--- src/rtl/pirq_pkg.sv ---
package pirq_pkg;
   localparam int NSRC = 6;
   localparam int ID_W = $clog2(NSRC);
   localparam int FLG_W = 8;
   localparam int NEXT = 2;

   typedef logic [ID_W-1:0] src_id_t;

   localparam src_id_t SRC_EXT0 = 3'd0;
   localparam src_id_t SRC_TMR0 = 3'd1;
   localparam src_id_t SRC_EXT1 = 3'd2;
   localparam src_id_t SRC_TMR1 = 3'd3;
   localparam src_id_t SRC_SER  = 3'd4;
   localparam src_id_t SRC_TM2  = 3'd5;
endpackage

--- src/rtl/pirq_pick.sv ---
module pirq_pick #(
   parameter int W = 6,
   localparam int IW = (W > 1) ? $clog2(W) : 1
) (
   input  logic [W-1:0]  req_i,
   output logic          any_o,
   output logic [IW-1:0] idx_o
);
   logic [W:0]   seen;
   logic [W-1:0] first;

   assign seen[0] = 1'b0;
   for (genvar gi = 0; gi < W; gi++) begin : g_chain
      assign first[gi]  = req_i[gi] & ~seen[gi];
      assign seen[gi+1] = seen[gi] | req_i[gi];
   end

   assign any_o = seen[W];

   always_comb begin
      idx_o = '0;
      for (int i = 0; i < W; i++)
         if (first[i]) idx_o = idx_o | IW'(i);
   end
endmodule

--- src/rtl/pirq_flags.sv ---
module pirq_flags
   import pirq_pkg::*;
#(
   parameter int              ADDR_W    = 8,
   parameter logic [ADDR_W-1:0] FLAG_ADDR = 8'hC0,
   parameter logic [ADDR_W-1:0] MODE_ADDR = 8'hC1
) (
   input  logic              clk,
   input  logic              rst_n,
   input  logic [NEXT-1:0]   ext_pin_n_i,
   input  logic [1:0]        tmr_ovf_i,
   input  logic              ser_rx_i,
   input  logic              ser_tx_i,
   input  logic              t2_ovf_i,
   input  logic              t2_ext_i,
   input  logic              sfr_wr_i,
   input  logic [ADDR_W-1:0] sfr_addr_i,
   input  logic [FLG_W-1:0]  sfr_wdata_i,
   input  logic              ack_i,
   input  src_id_t           ack_id_i,
   output logic [FLG_W-1:0]  flags_o,
   output logic [NEXT-1:0]   mode_o,
   output logic [NSRC-1:0]   src_req_o
);
   logic [NEXT-1:0]  pin_q, pin_d, ext_fall;
   logic [FLG_W-1:0] flg_q, flg_nxt;
   logic [NEXT-1:0]  mode_q;
   logic             wr_flg, wr_mode;

   assign wr_flg  = sfr_wr_i && (sfr_addr_i == FLAG_ADDR);
   assign wr_mode = sfr_wr_i && (sfr_addr_i == MODE_ADDR);

   for (genvar g = 0; g < NEXT; g++) begin : g_ext
      assign ext_fall[g] = pin_d[g] & ~pin_q[g];
   end

   always_ff @(posedge clk or negedge rst_n) begin
      if (!rst_n) begin
         pin_q  <= '1;
         pin_d  <= '1;
         mode_q <= '0;
      end else begin
         pin_q <= ext_pin_n_i;
         pin_d <= pin_q;
         if (wr_mode) mode_q <= sfr_wdata_i[NEXT-1:0];
      end
   end

   always_comb begin
      flg_nxt = flg_q;
      if (wr_flg) flg_nxt = sfr_wdata_i;
      if (ack_i) begin
         for (int g = 0; g < NEXT; g++) begin
            if (ack_id_i == src_id_t'(2*g) && mode_q[g]) flg_nxt[2*g]   = 1'b0;
            if (ack_id_i == src_id_t'(2*g+1))             flg_nxt[2*g+1] = 1'b0;
         end
      end
      for (int g = 0; g < NEXT; g++) begin
         flg_nxt[2*g+1] = flg_nxt[2*g+1] | tmr_ovf_i[g];
         if (mode_q[g]) flg_nxt[2*g] = flg_nxt[2*g] | ext_fall[g];
         else           flg_nxt[2*g] = ~pin_q[g];
      end
      flg_nxt[4] = flg_nxt[4] | ser_rx_i;
      flg_nxt[5] = flg_nxt[5] | ser_tx_i;
      flg_nxt[6] = flg_nxt[6] | t2_ovf_i;
      flg_nxt[7] = flg_nxt[7] | t2_ext_i;
   end

   always_ff @(posedge clk or negedge rst_n) begin
      if (!rst_n) flg_q <= '0;
      else        flg_q <= flg_nxt;
   end

   assign flags_o   = flg_q;
   assign mode_o    = mode_q;
   assign src_req_o = {flg_q[6] | flg_q[7], flg_q[4] | flg_q[5],
                       flg_q[3], flg_q[2], flg_q[1], flg_q[0]};

   a_r4_tmr_set: assert property (@(posedge clk) disable iff (!rst_n)
      tmr_ovf_i[0] |=> flags_o[1]);
   a_r4_tmr_clear: assert property (@(posedge clk) disable iff (!rst_n)
      (ack_i && ack_id_i == SRC_TMR1 && !wr_flg && !tmr_ovf_i[1]) |=> !flags_o[3]);
   a_r2_edge_clear: assert property (@(posedge clk) disable iff (!rst_n)
      (ack_i && ack_id_i == SRC_EXT0 && mode_o[0] && !wr_flg && !ext_fall[0]) |=> !flags_o[0]);
   a_r5_ser_kept: assert property (@(posedge clk) disable iff (!rst_n)
      (ack_i && ack_id_i == SRC_SER && !wr_flg && flags_o[4]) |=> flags_o[4]);
   a_r5_t2_kept: assert property (@(posedge clk) disable iff (!rst_n)
      (ack_i && ack_id_i == SRC_TM2 && !wr_flg && flags_o[7]) |=> flags_o[7]);
endmodule

--- src/rtl/pirq_arb.sv ---
module pirq_arb
   import pirq_pkg::*;
(
   input  logic            clk,
   input  logic            rst_n,
   input  logic [NSRC-1:0] en_req_i,
   input  logic [NSRC-1:0] prio_i,
   input  logic            ack_i,
   input  logic            reti_i,
   output logic            irq_req_o,
   output src_id_t         irq_id_o
);
   logic [NSRC-1:0] hi_set, lo_set;
   logic            hi_any, lo_any, hi_act_q, lo_act_q, sel_hi;
   src_id_t         hi_idx, lo_idx;

   assign hi_set = en_req_i & prio_i;
   assign lo_set = en_req_i & ~prio_i;

   pirq_pick #(.W(NSRC)) u_pick_hi (.req_i(hi_set), .any_o(hi_any), .idx_o(hi_idx));
   pirq_pick #(.W(NSRC)) u_pick_lo (.req_i(lo_set), .any_o(lo_any), .idx_o(lo_idx));

   assign sel_hi    = hi_any && !hi_act_q;
   assign irq_req_o = sel_hi || (lo_any && !hi_act_q && !lo_act_q);
   assign irq_id_o  = sel_hi ? hi_idx : lo_idx;

   always_ff @(posedge clk or negedge rst_n) begin
      if (!rst_n) begin
         hi_act_q <= 1'b0;
         lo_act_q <= 1'b0;
      end else begin
         if (reti_i) begin
            if (hi_act_q) hi_act_q <= 1'b0;
            else          lo_act_q <= 1'b0;
         end
         if (ack_i && irq_req_o) begin
            if (sel_hi) hi_act_q <= 1'b1;
            else        lo_act_q <= 1'b1;
         end
      end
   end

   a_r10_hi_blocks_all: assert property (@(posedge clk) disable iff (!rst_n)
      hi_act_q |-> !irq_req_o);
   a_r10_lo_only_hi: assert property (@(posedge clk) disable iff (!rst_n)
      (lo_act_q && irq_req_o) |-> prio_i[irq_id_o]);
   a_r8_hi_first: assert property (@(posedge clk) disable iff (!rst_n)
      ((|hi_set) && !hi_act_q) |-> (irq_req_o && prio_i[irq_id_o]));
   a_r11_reti_hi: assert property (@(posedge clk) disable iff (!rst_n)
      (reti_i && hi_act_q && !ack_i) |=> !hi_act_q);
   a_r9_id_valid: assert property (@(posedge clk) disable iff (!rst_n)
      irq_req_o |-> en_req_i[irq_id_o]);
endmodule

--- src/rtl/pirq_top.sv ---
module pirq_top
   import pirq_pkg::*;
#(
   parameter int                ADDR_W    = 8,
   parameter logic [ADDR_W-1:0] IE_ADDR   = 8'hA8,
   parameter logic [ADDR_W-1:0] IP_ADDR   = 8'hB8,
   parameter logic [ADDR_W-1:0] FLAG_ADDR = 8'hC0,
   parameter logic [ADDR_W-1:0] MODE_ADDR = 8'hC1,
   parameter int                VEC_W     = 16,
   parameter int                VEC_BASE  = 3,
   parameter int                VEC_STEP  = 8
) (
   input  logic              clk,
   input  logic              rst_n,
   input  logic [1:0]        ext_pin_n_i,
   input  logic [1:0]        tmr_ovf_i,
   input  logic              ser_rx_i,
   input  logic              ser_tx_i,
   input  logic              t2_ovf_i,
   input  logic              t2_ext_i,
   input  logic              sfr_wr_i,
   input  logic [ADDR_W-1:0] sfr_addr_i,
   input  logic [7:0]        sfr_wdata_i,
   output logic [7:0]        sfr_rdata_o,
   output logic              irq_req_o,
   output logic [2:0]        irq_id_o,
   output logic [VEC_W-1:0]  irq_vec_o,
   input  logic              irq_ack_i,
   input  logic              irq_reti_i
);
   localparam int EA_BIT  = 7;
   localparam int VEC_TOP = VEC_BASE + VEC_STEP * (NSRC - 1);

   if (VEC_TOP >= (1 << VEC_W)) begin : g_bad_vec
      $error("vector range does not fit VEC_W");
   end
   if (IE_ADDR == IP_ADDR || IE_ADDR == FLAG_ADDR || IE_ADDR == MODE_ADDR ||
       IP_ADDR == FLAG_ADDR || IP_ADDR == MODE_ADDR || FLAG_ADDR == MODE_ADDR) begin : g_bad_addr
      $error("register addresses must be distinct");
   end

   logic [7:0]      ie_q, flags;
   logic [NSRC-1:0] ip_q, src_req, en_req;
   logic [NEXT-1:0] mode;
   src_id_t         id;

   always_ff @(posedge clk or negedge rst_n) begin
      if (!rst_n) begin
         ie_q <= '0;
         ip_q <= '0;
      end else if (sfr_wr_i) begin
         if (sfr_addr_i == IE_ADDR) ie_q <= sfr_wdata_i & 8'hBF;
         if (sfr_addr_i == IP_ADDR) ip_q <= sfr_wdata_i[NSRC-1:0];
      end
   end

   pirq_flags #(.ADDR_W(ADDR_W), .FLAG_ADDR(FLAG_ADDR), .MODE_ADDR(MODE_ADDR)) u_flags (
      .clk(clk), .rst_n(rst_n), .ext_pin_n_i(ext_pin_n_i), .tmr_ovf_i(tmr_ovf_i),
      .ser_rx_i(ser_rx_i), .ser_tx_i(ser_tx_i), .t2_ovf_i(t2_ovf_i), .t2_ext_i(t2_ext_i),
      .sfr_wr_i(sfr_wr_i), .sfr_addr_i(sfr_addr_i), .sfr_wdata_i(sfr_wdata_i),
      .ack_i(irq_ack_i && irq_req_o), .ack_id_i(id),
      .flags_o(flags), .mode_o(mode), .src_req_o(src_req));

   assign en_req = src_req & ie_q[NSRC-1:0] & {NSRC{ie_q[EA_BIT]}};

   pirq_arb u_arb (
      .clk(clk), .rst_n(rst_n), .en_req_i(en_req), .prio_i(ip_q),
      .ack_i(irq_ack_i), .reti_i(irq_reti_i), .irq_req_o(irq_req_o), .irq_id_o(id));

   assign irq_id_o  = id;
   assign irq_vec_o = VEC_W'(VEC_BASE) + VEC_W'(id) * VEC_W'(VEC_STEP);

   always_comb begin
      sfr_rdata_o = '0;
      if (sfr_addr_i == IE_ADDR)   sfr_rdata_o = ie_q;
      if (sfr_addr_i == IP_ADDR)   sfr_rdata_o = {2'b00, ip_q};
      if (sfr_addr_i == FLAG_ADDR) sfr_rdata_o = flags;
      if (sfr_addr_i == MODE_ADDR) sfr_rdata_o = {6'b0, mode};
   end

   a_r7_master_mask: assert property (@(posedge clk) disable iff (!rst_n)
      !ie_q[EA_BIT] |-> !irq_req_o);
   a_r7_src_mask: assert property (@(posedge clk) disable iff (!rst_n)
      irq_req_o |-> ie_q[irq_id_o]);
endmodule

--- config.mk ---
export PLATFORM = sky130hd
export DESIGN_NAME = pirq_top
export DESIGN_NICKNAME = d
export VERILOG_FILES = /design/src/rtl/pirq_pkg.sv /design/src/rtl/pirq_pick.sv /design/src/rtl/pirq_flags.sv /design/src/rtl/pirq_arb.sv /design/src/rtl/pirq_top.sv
export SDC_FILE = /design/constraint.sdc
export NUM_CORES = 1
export LEC_CHECK = 0
export CORE_AREA = 2 2 68 70
export CTS_CLUSTER_DIAMETER = 150
export DETAILED_ROUTE_END_ITERATION = 10
export DIE_AREA = 0 0 70 72
export PLACE_DENSITY = 0.78
export SLEW_MARGIN = 0
export SYNTH_ARGS = -nofsm -noshare
export SYNTH_HDL_FRONTEND = slang
export SYNTH_HIERARCHICAL = 1
export SYNTH_SLANG_ARGS = --single-unit
--- constraint.sdc ---
create_clock -name clk -period 3.7 [get_ports clk]
set_clock_uncertainty 0.15 [all_clocks]
set_input_delay 0.74 -clock clk [delete_from_list [all_inputs] [get_ports clk]]
set_output_delay 0.74 -clock clk [all_outputs]
set_load 0.01 [all_outputs]
# Word level (Yosys, flattened, before mapping)
# Index checks and enable logic that the tools add are counted.
# word_totals
regBits,29
latch_bits,0
mem_bits_rw,0
romBits,0
in_bits,29
out_inout_bits,28
wordCells,109
n_memories,0
# op_classes
n_addsub,1
mul,0
div,0
magnitude_cmp,0
eq_ne,7
shifts,0
n_mux,30
bitwise_logic,49
n_reduce_logical,14
# op_table
op,count
2-to-1 mux 8 bit,5
== test 8 bit (second input constant),4
bitwise AND 6 bit,4
bitwise OR 1 bit,20
2-to-1 mux 1 bit,15
2-to-1 mux 3 bit,5
bitwise AND 1 bit,12
NOT 1 bit,12
logical AND 1 bit,8
2-to-1 mux 2 bit,4
adder 2 x 6 -> 7 bit (first input constant),1
== test 3 x 2 -> 1 bit (second input constant),2
NOT 6 bit,1
2-to-1 mux 4 bit,1
AND reduction 2 bit,2
== test 3 x 1 -> 1 bit (second input constant),1
logical NOT 3 bit,1
logical NOT 1 bit,2
logical OR 1 bit,1

# Longest topological paths before layout
# Gate-level depths: netlist of run 1.
# logic_depth
word_depth,18
mapped_depth,11
ltp_nobuf,11

# By module
# The synthesis of run 1 kept the hierarchy.
# by_module_without_submodules
mod,n_inst,cells_each,area_per_inst_um2,seq_area_each_um2
pirq_top,1,85,917.1,325.3
pirq_flags,1,62,710.7,355.3
pirq_arb,1,26,236.5,50.0
pirq_pick,2,10,57.6,0.0

# Worst setup path after synthesis of run 1
# OpenSTA, ideal clock, no wires.
# synth_timing
path_kind,input to output
from,input sfr_addr_i[4]
to,output sfr_rdata_o[0]
arrival_ns,1.996
required_ns,2.810
setup_slack_ns,0.814
cell_stages,4
path_buffers,1
cell_sequence,buf_6 or4b_4 or3_1 o22a_1
# synth_via
elab_chain_len,5
elab_cells_between_ends,8
classes_between,eq/ne (4); mux (4)
# synth_rtl
element,line_no,rtl
"start, declared",pirq_top.sv:22,"input logic [ADDR_W-1:0] sfr_addr_i,"
== test 8 bit,pirq_top.sv:75,if (sfr_addr_i == IE_ADDR) sfr_rdata_o = ie_q;
2-to-1 mux 8 bit,pirq_top.sv:75,
2-to-1 mux 8 bit,pirq_top.sv:76,"if (sfr_addr_i == IP_ADDR) sfr_rdata_o = {2'b00, ip_q};"
2-to-1 mux 8 bit,pirq_top.sv:77,if (sfr_addr_i == FLAG_ADDR) sfr_rdata_o = flags;
2-to-1 mux 8 bit *,pirq_top.sv:78,"if (sfr_addr_i == MODE_ADDR) sfr_rdata_o = {6'b0, mode};"
"end, declared",pirq_top.sv:24,"output logic [7:0] sfr_rdata_o,"
# Mark *: on every way between the ends. The rest lies on a longest branch, timed or not.

# Worst setup path in the final report of run 1
# layout_timing
from,input sfr_addr_i[1]
to,output sfr_rdata_o[6]
# layout_via
elab_chain_len,4
elab_cells_between_ends,6
classes_between,eq/ne (3); mux (3)
# layout_rtl
element,line_no
== test 8 bit,pirq_top.sv:76
2-to-1 mux 8 bit,pirq_top.sv:76
2-to-1 mux 8 bit,pirq_top.sv:77
2-to-1 mux 8 bit *,pirq_top.sv:78
# Marked as above.

==> results.py, run 1 <==
metrics = {
    "placement": {
        "gp_congestion": 0.789,
        "placed_area_mm2": 0.00242,
        "io_buffers": 43,
        "dp_slack_ns": 0.0000868,
        "dpl.cell_count": 287,
        "hpwl_um": 3400,
    },
    "power_and_ir_drop": {
        "leakage_nw": 1.18,
        "peakVddDrop_v": 0.000290,
        "power.total_uw": 696,
        "power.density_mw_per_mm2": 275,
    },
    "routing": {
        "drt_first_iter_violations": 51,
        "via_per_inst": 5.38,
        "vias": 1586,
        "wl_um": 4190,
        "antenna_left": 0,
        "wl_per_cell_um": 14.2,
        "drtPass1Iterations": 4,
        "drc": 0,
    },
    "critical_path": {
        "cp.required_ns": 2.81,
        "crit_path_cell_trace": "clkdlybuf4s50_1 > or4b_4 > nor3_2 > buf_4 > and2_1 > clkdlybuf4s50_1",
        "arrival_ns": 2.74,
        "critPathMaxStageDelay_ns": 0.58,
        "rr_endpoint": "u_flags/flags_o[0]",
        "r2r_slack_ns": 0.55,
        "cp_slowest_cell": "or4b_4",
        "crit_top_cell": "clkdlybuf4s50_1",
        "r2r_cells": 9,
        "crit_type": "in2out",
        "startpoint_type": "primary input",
        "r2r_start": "ie_q[7]",
        "cp_max_fo": 6,
        "setup.worst_path.end_class": "primary output",
    },
    "global_route": {
        "top_usage_layer": "met2",
        "grt_pass1_wl_um": 7050,
        "grt_max_degree": 30,
        "grt_usage_pct": 17.3,
        "antenna_found_initial": 0,
        "grtUsageMet2_pct": 30.4,
        "first_global_vias": 1572,
        "gr-usage-met3_pct": 2.78,
        "grtUsageMet1_pct": 22.5,
        "overflow": 0,
    },
    "sta": {
        "hold_viol": 0,
        "slew_headroom_pct": 56.3,
        "rsz0062_at_grt": "true",
        "worst_pin_slew_ns": 0.647,
        "maxSlewViolCount": 0,
        "tns_ns": 0,
        "post-route-period-util_pct": 98.1,
        "period_minus_slack_ns": 3.63,
        "fmax_mhz": 275,
        "setup_viol": 0,
        "setup_slack_ns": 0.0691,
    },
    "floorplan": {
        "start_util_pct": 46.4,
        "rows": 24,
        "fp.dieH_um": 72,
        "ios": 57,
        "die_w_um": 70,
        "design.core.area_mm2": 0.00426,
        "fp.dieArea_mm2": 0.00504,
    },
    "flow_run": {
        "drv_cap": 0,
    },
    "clock_network": {
        "clk_latency_ns": 0.27,
        "cts_tree": "yes",
        "cts_sinks": 29,
        "cts-htree-levels": 2,
        "cts_root_buf": "clkbuf_8",
        "numCtsBuffers": 5,
        "clkTransAtPathRegs_ns": 0.05,
        "clock_path_buffers": 2,
        "ctsHoldBuffers": 0,
    },
    "finish": {
        "n_antenna_cell": 0,
        "syn_to_final_growth_pct": 27.9,
        "drive_above_1_share_pct": 22.6,
        "final_area_mm2": 0.00253,
        "nFillCells": 371,
        "fin_nets": 271,
        "layout.cells.non_filler": 295,
        "final_cell_mix": "36 x clkdlybuf4s50_1, 25 x dfrtp_1, 17 x mux2_2",
        "layout_commonest_cell": "clkdlybuf4s50_1",
    },
    "hold_path": {
        "worstHoldStart": "u_flags/pin_q[1]",
        "holdPathEnd": "u_flags/pin_d[1]",
        "min_path_type": "reg2reg",
        "whs_path_depth": 0,
    },
    "synth": {
        "synth_edf_count": 0,
        "netlist_instances": 193,
        "async_reset_ff_share_pct": 100,
        "synth.cell_area_mm2": 0.00198,
        "ys_ff_latch": 29,
        "avgSynthCellArea_um2": 10.3,
        "ys.flop_type": "dfrtp_1",
        "ys_warn_count": 6,
        "yosysSeqAreaShare_pct": 36.9,
        "ys_types": 40,
    },
    "outcome": {
        "status": "finished, final reports clean",
    },
}
-- through the flow --
stage / hold slack, ns / utilization (%)
after floorplan: 0.211 / -
after global placement: 0.217 / 56.8
after detailed placement: 0.219 / 56.8
after CTS: 0.227 / 58.9
after global routing: 0.234 / 59.4
final: 0.226 / 59.4
-- area by class of cell --
class	instances	area [um2]	share of cell area, %
clock buffers	8	90.1	3.56
inverters	4	15.0	0.593
multi-input cells	149	1110	43.9
flip-flops and latches	29	731	28.9
well taps	52	65.1	2.57
repair buffers	53	519	20.5
-- kinds of logic after synthesis --
family	count (synthesis)	share of synthesized area, %
buffers and inverters	26	9.29
AND/OR/NAND/NOR	84	27.9
AO/OA/AOI/OAI	19	7.02
other	2	0.379
multiplexers	33	18.5
flip-flops	29	36.9
-- Yosys cell counts, drive strengths merged, types with 3 or more instances --
library cell	count	area share (%)
nand2b	5	2.0
buf	22	8.5
a21oi	5	1.3
o22ai	4	1.3
nor2b	10	3.2
and3	6	1.9
inv	4	0.76
dfstp	4	5.3
o22a	3	1.4
o2bb2ai	5	2.2
and2	8	2.5
nor2	16	3.0
mux2	20	12
nor3	7	2.0
mux2i	13	6.6
dfrtp	25	32
nand2	9	1.7
-- worst max-delay path by stage --
stage,startpoint,end,slack (ns)
3_5_place_dp,sfr_addr_i[1],sfr_rdata_o[0],0.00009
2_1_floorplan,sfr_addr_i[4],sfr_rdata_o[0],0.81
4_1_cts,sfr_addr_i[1],sfr_rdata_o[1],0.01
6_report,sfr_addr_i[1],sfr_rdata_o[6],0.07
5_1_grt,sfr_addr_i[1],sfr_rdata_o[6],-0.001
3_3_place_gp,sfr_addr_i[1],sfr_rdata_o[1],0.04
-- layer usage --
layer | vias up | wire length (um) | share of wire, %
li1 | 760 | - | -
met1 | 760 | 1800 | 43
met2 | 64 | 2100 | 50
met3 | 2 | 271 | 6.5
met4 | 0 | 14 | 0.33
met5 | - | 0 | 0
-- repair_timing --
item                       CTS  global route
setup endpoints to repair    1             6
resized for setup            1             7
buffers inserted             0             0
gates cloned                 0             0
-- worst max-delay path: cells and delay by family --
kind	cells	cell delay, ns
buffers and inverters	3	1.13
and+or+nand+nor	3	0.87
-- sequential cells by signal (all words and copies together), names as in the netlist --
name / count
u_flags/pin_q: 2
u_flags/pin_d: 2
ie_q: 7
ip_q: 6
u_arb/hi_act_q: 1
u_arb/lo_act_q: 1
u_flags/mode_o: 2
u_flags/flags_o: 8
-- where the power goes --
group	total (mW)	internal (mW)	leakage [nW]	switching [mW]
Combinational	0.0952	0.0557	0.778	0.0395
Sequential	0.344	0.332	0.352	0.0113
Clock	0.257	0.151	0.0455	0.106
Total	0.696	0.539	1.18	0.156
Power figures use the tool's default switching activity.
==> run 2, diff against run 1 <==
--- a/config.mk
+++ b/config.mk
@@ -6,6 +6,7 @@
 export NUM_CORES = 1
 export LEC_CHECK = 0
 export CORE_AREA = 2 2 68 70
+export CTS_BUF_LIST = sky130_fd_sc_hd__clkbuf_16
 export CTS_CLUSTER_DIAMETER = 150
 export DETAILED_ROUTE_END_ITERATION = 10
 export DIE_AREA = 0 0 70 72
==> results.py, run 2 (synthesis results as in run 1) <==
metrics = {
    "critical_path": {
        "crit_path_cell_trace": "clkdlybuf4s50_1 > or4b_4 > nor3_2 > buf_4 > and2_1 > clkdlybuf4s50_1",
        "rr_endpoint": "u_flags/flags_o[0]",
        "r2r_slack_ns": 0.61,
        "r2r_start": "ie_q[7]",
        "cp_max_fo": 6,
        "critPathBufInv": 3,
        "crit_type": "in2out",
        "setup.worst_path.end_class": "primary output",
        "arrival_ns": 2.74,
        "startpoint_type": "primary input",
        "cp.required_ns": 2.81,
        "cp_slowest_cell": "or4b_4",
        "critPathMaxStageDelay_ns": 0.58,
        "r2r_cells": 9,
        "crit_top_cell": "clkdlybuf4s50_1",
        "cpLargestDelayFamily": "buffers and inverters",
    },
    "floorplan": {
        "die_w_um": 70,
        "design.core.area_mm2": 0.00426,
        "start_util_pct": 46.4,
        "fp.dieH_um": 72,
        "ios": 57,
        "rows": 24,
        "fp.dieArea_mm2": 0.00504,
    },
    "global_route": {
        "overflow": 0,
        "first_global_vias": 1588,
        "grt_max_degree": 30,
        "grt_usage_pct": 18.5,
        "antenna_found_initial": 0,
        "grt_pass1_wl_um": 7220,
    },
    "placement": {
        "hpwl_um": 3400,
        "io_buffers": 43,
        "dp_slack_ns": 0.0000868,
        "dpl.cell_count": 287,
        "gp_congestion": 0.789,
    },
    "finish": {
        "multiInputGateArea_mm2": 0.00111,
        "n_antenna_cell": 0,
        "drive_above_1_share_pct": 22.2,
        "layout_commonest_cell": "clkdlybuf4s50_1",
        "layout.cells.non_filler": 295,
        "nFillCells": 368,
        "ff_latch_area_um2": 731,
        "final_cell_mix": "36 x clkdlybuf4s50_1, 25 x dfrtp_1, 17 x mux2_2",
        "fin_nets": 271,
        "syn_to_final_growth_pct": 30.2,
        "largest_register_ffs": 8,
    },
    "clock_network": {
        "cts_sinks": 29,
        "numCtsBuffers": 5,
        "ctsHoldBuffers": 0,
        "postCtsSetupBuffers": 0,
        "clk_latency_ns": 0.27,
        "clock_path_buffers": 2,
        "cts-htree-levels": 2,
        "clkTransAtPathRegs_ns": 0.04,
        "cts_tree": "yes",
        "cts_root_buf": "clkbuf_16",
    },
    "routing": {
        "drc": 0,
        "drt_first_iter_violations": 34,
        "wl_um": 4300,
        "vias": 1588,
        "via_per_inst": 5.38,
        "wl_per_cell_um": 14.6,
        "antenna_left": 0,
        "drtPass1Iterations": 4,
    },
    "sta": {
        "maxSlewViolCount": 0,
        "tns_ns": 0,
        "setup_viol": 0,
        "setup_slack_ns": 0.0671,
        "period_minus_slack_ns": 3.63,
        "whs_ns": 0.224,
        "post-route-period-util_pct": 98.2,
        "fmax_mhz": 275,
        "slew_headroom_pct": 60.4,
        "worst_pin_slew_ns": 0.586,
        "hold_viol": 0,
        "rsz0062_at_grt": "false",
    },
    "hold_path": {
        "whs_path_depth": 0,
        "min_path_type": "reg2reg",
        "worstHoldStart": "u_flags/pin_q[1]",
        "holdPathEnd": "u_flags/pin_d[1]",
    },
    "power_and_ir_drop": {
        "power.density_mw_per_mm2": 313,
        "p_seq_share_pct": 42.7,
        "switching_share_pct": 22.1,
        "switchingPower_uw": 178,
        "p_clk_share_pct": 45.5,
        "leakage_nw": 1.20,
        "peakVddDrop_v": 0.000346,
        "pwr-share-comb_pct": 11.8,
        "cell_internal_pwr_uw": 629,
        "power.total_uw": 807,
    },
    "outcome": {
        "status": "finished, final reports clean",
    },
    "flow_run": {
        "drv_cap": 0,
    },
}
==> run 2: repair_timing <==
item / 4_1_cts / 5_1_grt
gates resized for setup: 1 / 7
setup endpoints to repair: 1 / 6
gates cloned: 0 / 0
==> run 2: worst max-delay path by stage <==
stage | startpoint | cells past startpoint | endpoint | slack [ns]
after global routing | sfr_addr_i[1] | 6 | sfr_rdata_o[6] | 0.00001
after global placement | sfr_addr_i[1] | 5 | sfr_rdata_o[1] | 0.04
final | sfr_addr_i[1] | 6 | sfr_rdata_o[6] | 0.07
after floorplan | sfr_addr_i[4] | 4 | sfr_rdata_o[0] | 0.81
after detailed placement | sfr_addr_i[1] | 5 | sfr_rdata_o[0] | 0.00009
after CTS | sfr_addr_i[1] | 5 | sfr_rdata_o[1] | 0.01
==> run 2: final cells by class <==
class / count / area share (%)
flip-flops and latches: 29 / 28.3
inverters: 4 / 0.583
multi-input cells: 149 / 43.1
well taps: 52 / 2.52
clock buffers: 5 / 4.85
clock inverters: 3 / 0.437
repair buffers: 53 / 20.1
==> run 2: power groups by stage <==
stage / Sequential [mW] / Clock (mW) / Combinational, mW
floorplan: 0.345 / 0 / 0.0508
global placement: 0.348 / 0 / 0.0936
detailed placement: 0.349 / 0 / 0.0953
CTS: 0.344 / 0.375 / 0.0956
global route: 0.347 / 0.389 / 0.104
finish: 0.345 / 0.367 / 0.0953
==> run 2: through the flow <==
stage               area, um2  util (%)
detailed placement       2420      56.8
floorplan                2020         -
CTS                      2560      60.0
finish                   2580      60.4
global placement         2420      56.8
global route             2580      60.4
==> run 2: per-layer routing <==
layer	track usage, %	part of all wire [%]
met5	0	0
met1	22.5	43
met3	5.69	5.5
met4	7.48	1.4
met2	30.8	50
